==> src/rtl/frac_strobe_pkg.sv <==
package frac_strobe_pkg;

    // Default ring geometry: 2 enables in every 9 cycles
    localparam int          DEF_RING_W    = 9;
    localparam logic [8:0]  DEF_RING_INIT = 9'b100010000;
    localparam int          DEF_CNT_W     = 8;

    // Number of set bits in a pattern of up to 64 bits
    function automatic int ones_in(input logic [63:0] v, input int w);
        int n;
        n = 0;
        for (int i = 0; i < w; i++) begin
            if (v[i]) n++;
        end
        return n;
    endfunction

    // Next-state record for the strobe stage
    typedef struct packed {
        logic load;     // reset request
        logic tap;      // ring bit leaving position 0
    } strobe_ctl_t;

endpackage

==> src/rtl/strobe_ring.sv <==
module strobe_ring #(
    parameter int               RING_W    = frac_strobe_pkg::DEF_RING_W,
    parameter logic [RING_W-1:0] RING_INIT = RING_W'(frac_strobe_pkg::DEF_RING_INIT)
) (
    input  logic              clk,
    input  logic              rst,
    output logic [RING_W-1:0] ring_q,
    output logic              tap_o
);

    logic [RING_W-1:0] ring_d;

    // Each bit takes the value of its upper neighbour; the top takes bit 0
    generate
        for (genvar i = 0; i < RING_W; i++) begin : g_bit
            if (i == RING_W - 1) begin : g_top
                assign ring_d[i] = ring_q[0];
            end else begin : g_mid
                assign ring_d[i] = ring_q[i+1];
            end
        end
    endgenerate

    always_ff @(posedge clk) begin
        if (rst) ring_q <= RING_INIT;
        else     ring_q <= ring_d;
    end

    assign tap_o = ring_q[0];

endmodule

==> src/rtl/strobe_reg.sv <==
module strobe_reg
    import frac_strobe_pkg::*;
(
    input  logic        clk,
    input  strobe_ctl_t ctl,
    output logic        strobe_q
);

    always_ff @(posedge clk) begin
        if (ctl.load) strobe_q <= 1'b0;
        else          strobe_q <= ctl.tap;
    end

endmodule

==> src/rtl/gated_counter.sv <==
module gated_counter #(
    parameter int CNT_W = frac_strobe_pkg::DEF_CNT_W
) (
    input  logic             clk,
    input  logic             rst,
    input  logic             en,
    output logic [CNT_W-1:0] cnt_q
);

    always_ff @(posedge clk) begin
        if (rst)     cnt_q <= '0;
        else if (en) cnt_q <= cnt_q + CNT_W'(1);
    end

endmodule

==> src/rtl/frac_strobe_gen.sv <==
module frac_strobe_gen
    import frac_strobe_pkg::*;
#(
    parameter int                RING_W    = DEF_RING_W,
    parameter logic [RING_W-1:0] RING_INIT = RING_W'(DEF_RING_INIT),
    parameter int                CNT_W     = DEF_CNT_W
) (
    input  logic             clk,
    input  logic             rst,
    output logic             strobe_o,
    output logic [CNT_W-1:0] count_o
);

    logic [RING_W-1:0] ring_q;
    logic              tap;
    strobe_ctl_t       ctl;

    strobe_ring #(
        .RING_W    (RING_W),
        .RING_INIT (RING_INIT)
    ) u_ring (
        .clk    (clk),
        .rst    (rst),
        .ring_q (ring_q),
        .tap_o  (tap)
    );

    assign ctl = '{load: rst, tap: tap};

    strobe_reg u_stb (
        .clk      (clk),
        .ctl      (ctl),
        .strobe_q (strobe_o)
    );

    gated_counter #(
        .CNT_W (CNT_W)
    ) u_cnt (
        .clk   (clk),
        .rst   (rst),
        .en    (strobe_o),
        .cnt_q (count_o)
    );

endmodule

==> config.mk <==
export PLATFORM = sky130hd
export DESIGN_NAME = frac_strobe_gen
export DESIGN_NICKNAME = d
export VERILOG_FILES = /design/src/rtl/frac_strobe_pkg.sv /design/src/rtl/strobe_ring.sv /design/src/rtl/strobe_reg.sv /design/src/rtl/gated_counter.sv /design/src/rtl/frac_strobe_gen.sv
export SDC_FILE = /design/constraint.sdc
export NUM_CORES = 1
export LEC_CHECK = 0
export ABC_CLOCK_PERIOD_IN_PS = 1510
export BUFFER_PORTS_ARGS = -buffer_cell sky130_fd_sc_hd__buf_2
export CAP_MARGIN = 20
export CORE_MARGIN = 5
export CORE_UTILIZATION = 35
export CTS_BUF_LIST = sky130_fd_sc_hd__clkbuf_4
export DETAILED_ROUTE_END_ITERATION = 8
export GPL_ROUTABILITY_DRIVEN = 0
export PLACE_DENSITY_LB_ADDON = 0.3
export SLEW_MARGIN = 20
export SYNTH_ARGS = -nofsm -noshare
export SYNTH_HDL_FRONTEND = slang
export SYNTH_SLANG_ARGS = --single-unit
==> constraint.sdc <==
create_clock -name clk -period 1.51 [get_ports clk]
set_clock_uncertainty 0.15 [all_clocks]
set_input_delay 0.151 -clock clk [delete_from_list [all_inputs] [get_ports clk]]
set_output_delay 0.151 -clock clk [all_outputs]
set_load 0.005 [all_outputs]
==> summary.txt, run 1 <==
Final layout
  • Register Area: ~360 um^2
  • Finished Layout Cells: 86
  • Area growth, synth to finish: 14.3%
  • Layout cell share with drive strength beyond 1: 23.2%
  • Antenna Diode Count: 0
  • Nets: 73
  • Area occupied by multi-input gates: 230 um^2
  • Fill count: 184

Floorplan
  • Die X: roughly 50 um
  • Starting Density: between 30% and 40%
  • Die Y: 51.5 um
  • Top-level I/O count: 11
  • Row count: 15
  • Area of the die: 2650 um^2
  • Placeable Area: 1690 um^2

Routing
  • Antenna viol nets, final: 0
  • DRC Markers: 0
  • Drt via density: between 4 and 5
  • Total iterations of the first detailed-routing run: 4
  • Average wire per standard cell: 11.1 um
  • Initial DRC Count: 5
  • Detailed Route WL: 953 um
  • Vias: 417

CTS
  • Root Driver: clkbuf_4
  • Post-CTS Setup Repair Bufs: 0
  • Hold Buf Count CTS: 0
  • CTS tree: yes
  • Clock sink total: 18
  • Clock latency on the worst-skew pair: between 0.2 and 0.3 ns
  • Post-CTS Resized: 0
  • CTS max path bufs: 2
  • CTS buffer count: 3
  • Worst-path clk slew: 0.10 ns
  • Htree depth: 1

Synthesis
  • Async SR Flop Fraction: 0%
  • Main flop type after synthesis: dfxtp_1
  • Synthesis-stage register bit count: 18
  • Netlist cell types: 17
  • Yosys warning count: 0
  • Synthesized area: 602 um^2
  • Mean Syn Cell Area: 10.6 um^2
  • Syn nets: 60
  • Synth Instances: 57
  • Sequential area share after synthesis: 59.9%
  • Number of enable flip-flop cells after synthesis: 0

Placement
  • Placed cells: 82
  • Buffers on Ports: 10

STA
  • Fin. Hold Viols: 0
  • Setup TNS: 0 ns
  • Tcrit/Tclk final: between 90% and 100%
  • Slew Limit Fails: 0
  • Fmax: 0.701 GHz
  • Pin slew with the least headroom to its limit: around 0.29 ns
  • RSZ-0062 raised after global routing: no
  • Final Critical Period: 1.43 ns
  • Slew HR: 80.7%
  • Setup violators final: 0

GRT
  • Largest net degree at the start of global routing: 19
  • Number of antenna violations at the first check in global routing: 0
  • First-pass GRT wire length: 1.66 mm
  • GR Overflow Total: 0
  • Gr usage total: between 8 and 9%
  • Vias in the first global route: 383

Setup path
  • Crit start category: flip-flop
  • Critical Path Sink Type: flip-flop
  • WS Path Type: flip-flop to flip-flop
  • Worst path max stage delay: ~0.4 ns
  • CP Max Fanout: 4
  • Critical Path AT: 1.50 ns
  • Crit path cell chain: ha_1, nand3_1, or3_1, a21oi_1
  • CP required: around 1.6 ns
  • Slowest-stage cell, CP: dfxtp_1

Worst hold path
  • Hold Crit Class: primary input to flip-flop

Run
  • MaxCap Viol Count: 0

Run status
  • Outcome: finished clean

Pwr
  • Leak: ~0.29 nW
  • Pwr/cell area: 1070 nW/um^2
  • Total power: 739 uW
  • Max VDD drop: slightly above 700 uV
[layer usage]
metal	vias to the layer above	routed length, um	global-route usage (%)
li1	212	-	-
met1	191	442	9.79
met2	12	415	13.1
met3	2	81	5.25
met4	0	12	3.93
met5	-	0	0
[cells in the mapped netlist, types with 2 or more instances]
library cell  instances  area share (%)
nor2_1                5             3.1
xor2_1                3             4.4
nand4_1               2             2.1
nand3_1               2             1.7
or3_1                 3             3.1
nor2b_1               8             8.3
o21ai_0               3             2.5
a21oi_1               3             2.5
dfxtp_1              18              60
or2_2                 2             2.1
nand2_1               2             1.2
[logic make-up after synthesis]
group / after synthesis / share of synthesized area (%)
xor+xnor: 4 / 5.82
simple gates: 25 / 23.7
buf+inv: 2 / 1.87
compound gates: 6 / 4.99
fa+ha+maj: 1 / 2.08
mux: 1 / 1.66
flops: 18 / 59.9
[per-stage QoR]
step | setup slack (ns) | instance area [um^2] | utilization, % | hold WS, ns
2_1_floorplan | 0.160 | 602 | - | 0.0726
3_3_place_gp | 0.118 | 662 | 39.2 | 0.256
3_5_place_dp | 0.103 | 662 | 39.2 | 0.250
4_1_cts | 0.0674 | 688 | 40.7 | 0.0566
5_1_grt | 0.0120 | 688 | 40.7 | 0.0755
6_report | 0.0833 | 688 | 40.7 | 0.0606
[final cells by class]
cell class	count	share of cell area, %
Timing Repair Buffer	10	7.27
Clock buffer	3	3.27
Clock inverter	1	0.545
Multi-Input combinational cell	37	33.5
Sequential cell	18	52.4
Tap cell	17	3.09
[power by group]
| group | switching, mW | total (mW) | internal, mW |
|---|---|---|---|
| clock network | 0.137 | 0.233 | 0.0959 |
| logic | 0.00919 | 0.0175 | 0.00827 |
| registers | 0.00310 | 0.489 | 0.486 |
[path summary, 6_finish.rpt]
check	slack, ns	endpoint	startpoint	cells after the start
worst max-delay path	0.08	u_cnt.cnt_q[6]	u_cnt.cnt_q[0]	4
worst min-delay path	0.06	u_cnt.cnt_q[3]	rst	2
worst max register to register	0.08	u_cnt.cnt_q[6]	u_cnt.cnt_q[0]	4
worst min register to register	0.27	u_ring.ring_q[4]	u_ring.ring_q[5]	1
[registers in the layout (all words and copies together) (netlist names)]
name and count:
u_cnt.cnt_q 8, u_ring.ring_q 9, u_stb.strobe_q 1
[worst max-delay path, delay by kind of cell, from the launching register on]
kind	cells	cell delay [ns]
simple gates	2	0.46
flops	1	0.41
compound gates	1	0.13
fa+ha+maj	1	0.22
[layout by cell type (no fill, tap or decap), types with 2 or more instances in the layout]
master,synthesis,final
a21oi_1,3,3
buf_2,0,10
clkbuf_4,0,3
dfxtp_1,18,18
nand2_1,2,2
nand3_1,2,2
nand4_1,2,2
nor2_1,5,5
nor2b_1,8,8
o21ai_0,3,3
or2_2,2,2
or3_1,3,3
xor2_1,3,3
(Power assumes the default switching activity.)
==> run 2, diff against run 1 <==
- ABC_CLOCK_PERIOD_IN_PS: 1510 -> 1350
- clock period: 1.51 -> 1.35 ns (I/O delays scaled with it)
==> run 2 against run 1 <==
Effect of this change: critical path depth unchanged; clock-buffer cell count unchanged; worst setup slack worse by 0.018 ns; largest power group unchanged; design area up 6.9%; highest routed layer unchanged; maximum frequency up 11%; global-route usage up 0.30 points; combinational power up 22%; largest cell class unchanged; first-iteration DRC count down 40%; sequential power up 12%; wire length up 3.8%; clock power up 17%.
==> summary.txt, run 2 (synthesis results as in run 1) <==
Run status
  • Outcome: finished clean

Setup path
  • Critical Path Sink Type: flip-flop
  • Reg2reg start: u_cnt.cnt_q[1]
  • Crit start category: flip-flop
  • Critical Path AT: ~1.4 ns
  • Slowest-stage cell, CP: dfxtp_2
  • Crit path cell chain: ha_4, nand3_1, or3_1, a21oi_1
  • FF-to-FF End: u_cnt.cnt_q[6]
  • CP Max Fanout: 4
  • Worst path max stage delay: 0.38 ns
  • Cells on worst reg2reg path: 4
  • Flop-to-flop setup slack: 0.07 ns
  • CP required: 1.44 ns
  • WS Path Type: flip-flop to flip-flop

STA
  • Setup TNS: 0 ns
  • Post-route setup slack: 0.0655 ns
  • Hold WS: around 0.041 ns
  • Pin slew with the least headroom to its limit: between 0.2 and 0.3 ns
  • Slew Limit Fails: 0
  • Slew HR: roughly 80%
  • Fin. Hold Viols: 0
  • Setup violators final: 0
  • Tcrit/Tclk final: 95.1%
  • RSZ-0062 raised after global routing: yes
  • Final Critical Period: 1.28 ns
  • Fmax: 0.779 GHz

Placement
  • Buffers on Ports: 10
  • DP HPWL: 645 um
  • Placed inst area: 692 um^2
  • Worst slack, placed: 0.00965 ns

Routing
  • Average wire per standard cell: around 11 um
  • Antenna viol nets, final: 0
  • Detailed Route WL: 989 um
  • Initial DRC Count: 3
  • DRC Markers: 0
  • Drt via density: between 4 and 5
  • Vias: 435
  • Total iterations of the first detailed-routing run: 4

Final layout
  • Area growth, synth to finish: 22.2%
  • Layout cell share with drive strength beyond 1: 34.2%
  • Most flop-heavy register: u_ring.ring_q
  • Nets: 77
  • Max reg flops: 9
  • Largest regs: u_ring.ring_q: 9 flops, u_cnt.cnt_q: 8 flops, u_stb.strobe_q: 1 flops
  • Most frequent cells in the layout: 14 x dfxtp_1, 10 x buf_2, 8 x nor2b_1
  • Antenna Diode Count: 0
  • Most common library cell in the layout ignoring fill and taps: dfxtp_1
  • Final non-filler cell area: 736 um^2

CTS
  • CTS max path bufs: 2
  • Htree depth: 1
  • Post-CTS Setup Repair Bufs: 0
  • Clock latency on the worst-skew pair: 0.29 ns
  • CTS buffer count: 3
  • CTS tree: yes
  • Clock sink total: 18
  • Worst-path clk slew: 0.10 ns
  • Root Driver: clkbuf_4

Pwr
  • Total power: 840 uW
  • Leak: 0.313 nW
  • Max VDD drop: 600 uV
  • Pwr/cell area: between 1000 and 1500 nW/um^2

Run
  • MaxCap Viol Count: 0

Floorplan
  • Area of the die: 2650 um^2
  • Row count: 15
  • Placeable Area: 1690 um^2
  • Die Y: 51.5 um
  • Starting Density: 35.6%
  • Top-level I/O count: 11
  • Die X: 51.5 um

GRT
  • GR Overflow Total: 0
  • Number of antenna violations at the first check in global routing: 0
  • Gr usage total: 9.04%
  • Largest net degree at the start of global routing: 19
  • First-pass GRT wire length: between 1.5 and 2 mm
  • Vias in the first global route: around 400

Worst hold path
  • Hold Crit Class: primary input to flip-flop
  • Min-delay src: rst
  • Hold depth: 2
  • Hold EP: u_cnt.cnt_q[2]
[run 2: cell types whose count changed in the layout (fill, tap and decap cells not counted), sizes merged]
| cell | before | now |
|---|---|---|
| buf | 10 | 14 |
[run 2: critical path: cells and delay by family (launching register included)]
family | cells | cell delay [ns]
and+or+nand+nor | 2 | 0.42
adders and majority gates | 1 | 0.14
DFF | 1 | 0.38
AOI/OAI and AO/OA | 1 | 0.14
[run 2: repair_timing]
item	4_1_cts	5_1_grt
resized for setup	2	4
endpoints found under the setup margin	1	3
hold buffers	0	0
[run 2: area by class of cell]
class	instances	area [um^2]
Clock buffer	3	22.5
Clock inverter	1	3.75
Fill cell	182	953
Multi-Input combinational cell	37	243
Sequential cell	18	365
Tap cell	17	21.3
Timing Repair Buffer	14	80.1
[run 2: how the worst max path moves through the flow]
stage	from	end	slack, ns	cells past startpoint
after floorplan	u_cnt.cnt_q[0]	u_cnt.cnt_q[6]	0.0002	4
after global placement	u_cnt.cnt_q[1]	u_cnt.cnt_q[6]	0.05	4
after detailed placement	u_cnt.cnt_q[1]	u_cnt.cnt_q[6]	0.01	4
after CTS	u_cnt.cnt_q[1]	u_cnt.cnt_q[6]	0.03	4
after global routing	u_cnt.cnt_q[2]	u_cnt.cnt_q[7]	-0.001	3
final	u_cnt.cnt_q[1]	u_cnt.cnt_q[6]	0.07	4
[run 2: metal layers]
metal / up-vias / GRT usage, % / part of all wire [%]
li1: 220 / - / -
met1: 200 / 8.90 / 45
met2: 11 / 13.8 / 44
met3: 4 / 5.54 / 8.3
met4: 0 / 6.55 / 2.6
met5: - / 0 / 0
[run 2: report_power, final]
| part | internal, mW | switching (mW) |
|---|---|---|
| clock network | 0.108 | 0.165 |
| registers | 0.543 | 0.00314 |
| logic | 0.0102 | 0.0111 |
| total | 0.661 | 0.179 |
[run 2: per-stage QoR]
step,std cells,utilization (%)
5_1_grt,90,43.6
4_1_cts,90,42.7
3_5_place_dp,86,41.0
6_report,90,43.6
2_1_floorplan,57,-
3_3_place_gp,86,41.0
==> run 3, diff against run 2 <==
- CELL_PAD_IN_SITES_DETAIL_PLACEMENT: not set -> 0
- CELL_PAD_IN_SITES_GLOBAL_PLACEMENT: not set -> 2
- CORE_UTILIZATION: 35 -> 34
==> run 3 against run 2 <==
Effect of this change: design area up 3.1%; maximum frequency grew 1.1%; non-clock buffer count is 1 higher; clock power down 3%; worst hold slack gained 0.011 ns; die area increased by 2.4%; sequential share of layout area shrank 0.81 points; final cell count increased by 10%; critical path type unchanged.
==> summary.txt, run 3 (synthesis results as in run 1) <==
Placement
  • Placed cells: 95
  • DP HPWL: approximately 670 um
  • Placed inst area: 709 um^2
  • Buffers on Ports: 10
  • Worst slack, placed: -0.00432 ns

Pwr
  • Flop pwr share: 65.5%
  • Cell Int Power: 657 uW
  • Switching power share of the total: 20.7%
  • Max VDD drop: 573 uV
  • Comb power frac: 2.6%
  • Leak: 0.318 nW
  • Clock power frac: between 30% and 40%
  • Pwr/cell area: 1090 nW/um^2
  • P_sw: 171 uW

Floorplan
  • Placeable Area: 1710 um^2
  • Die Y: 52.1 um
  • Area of the die: 2710 um^2
  • Die X: roughly 52 um
  • Row count: 15
  • Top-level I/O count: 11
  • Starting Density: 35.2%

CTS
  • Worst-path clk slew: 0.10 ns
  • Root Driver: clkbuf_4
  • Clock latency on the worst-skew pair: 0.28 ns
  • Post-CTS Setup Repair Bufs: 0
  • CTS buffer count: 3
  • Htree depth: 1
  • Hold Buf Count CTS: 0
  • CTS max path bufs: 2
  • CTS tree: yes
  • Clock sink total: 18

Worst hold path
  • Hold Crit Class: primary input to flip-flop
  • Min-delay src: rst

GRT
  • Vias in the first global route: 403
  • Gr usage total: 8.59%
  • First-pass GRT wire length: 1.71 mm
  • Largest net degree at the start of global routing: 19
  • GR Overflow Total: 0
  • Number of antenna violations at the first check in global routing: 0

Routing
  • Met3 wire length: 58 um
  • Detailed Route WL: 968 um
  • Antenna viol nets, final: 0
  • Top layer in use: met4
  • Vias: 420
  • Drt via density: 4.24
  • Total iterations of the first detailed-routing run: 3
  • WL met2: around 380 um
  • DRC Markers: 0
  • Initial DRC Count: 5
  • M1 wire length: 516 um
  • Average wire per standard cell: 9.78 um

Final layout
  • Most flop-heavy register: u_ring.ring_q
  • Most frequent cells in the layout: 14 x dfxtp_1, 10 x buf_2, 8 x nor2b_1
  • Finished Layout Cells: 99
  • Max reg flops: 9
  • Final non-filler cell area: 758 um^2
  • Most common library cell in the layout ignoring fill and taps: dfxtp_1
  • Nets: 78
  • Antenna Diode Count: 0
  • Largest regs: u_ring.ring_q: 9 flops, u_cnt.cnt_q: 8 flops, u_stb.strobe_q: 1 flops
  • Area growth, synth to finish: 26.0%
  • Layout Utilization: 44.4%
  • Fill count: 174
  • Layout cell share with drive strength beyond 1: a little over a third

Setup path
  • CP Max Fanout: 3
  • Reg2reg start: u_cnt.cnt_q[0]
  • Origin of the worst setup path: u_cnt.cnt_q[0]
  • Critical Path AT: 1.34 ns
  • CP required: 1.42 ns
  • Crit start category: flip-flop
  • WS Path Type: flip-flop to flip-flop
  • Critical Path Sink Type: flip-flop

STA
  • Setup TNS: 0 ns
  • RSZ-0062 raised after global routing: no
  • Slew Limit Fails: 0
  • Pin slew with the least headroom to its limit: 0.303 ns
  • Fmax: 0.787 GHz
  • Slew HR: between 70 and 80%
  • Tcrit/Tclk final: 94.1%
  • Final Critical Period: 1.27 ns
  • Fin. Hold Viols: 0
  • Post-route setup slack: 0.0797 ns
  • Setup violators final: 0

Run
  • MaxCap Viol Count: 0

Run status
  • Outcome: finished clean
[run 3: changes by cell type in the layout (fill, tap and decap cells not counted)]
| cell | previous run | this run |
|---|---|---|
| dfxtp_2 | 4 | 2 |
| dfxtp_4 | 0 | 2 |
| buf_4 | 4 | 5 |
[run 3: worst max-delay path, cell delays in order, from the launching register on]
cell and delay [ns]:
dfxtp_4 0.38, ha_4 0.13, nand3_1 0.08, or3_1 0.35
a21oi_1 0.12
[run 3: path summary, 6_finish.rpt]
check | end | slack (ns) | depth (start not counted)
setup reg to reg | u_cnt.cnt_q[6] | 0.08 | 4
hold / removal | u_cnt.cnt_q[0] | 0.05 | 2
hold reg to reg | u_ring.ring_q[4] | 0.27 | 1
setup / recovery | u_cnt.cnt_q[6] | 0.08 | 4
[run 3: repair_timing]
item,4_1_cts,5_1_grt
endpoints found under the setup margin,1,3
pin swaps,0,1
hold endpoints to repair,0,0
gates resized for setup,2,6
[run 3: power by group through the flow]
stage               Combinational [mW]  Clock [mW]  Sequential, mW
detailed placement              0.0221           0           0.558
CTS                             0.0223       0.277           0.546
global route                    0.0245       0.302           0.544
floorplan                       0.0139           0           0.558
global placement                0.0218           0           0.559
finish                          0.0217       0.264           0.543
[run 3: stage by stage]
step                power [mW]  hold WS [ns]
floorplan                0.572        0.0566
global placement         0.580         0.244
detailed placement       0.581         0.251
CTS                      0.846        0.0530
finish                   0.828        0.0525
global route             0.871        0.0682
[run 3: cell type report]
type / count / area [um^2] / area share [%]
Sequential cell: 18 / 370 / 48.8
Clock inverter: 1 / 3.75 / 0.495
Timing Repair Buffer: 15 / 87.6 / 11.6
Tap cell: 25 / 31.3 / 4.13
Clock buffer: 3 / 22.5 / 2.97
Multi-Input combinational cell: 37 / 243 / 32.0
[run 3: routing by layer]
metal	vias up	GRT usage, %
met4	0	2.62
li1	225	-
met2	10	12.8
met1	183	10.6
met5	-	0
met3	2	4.58
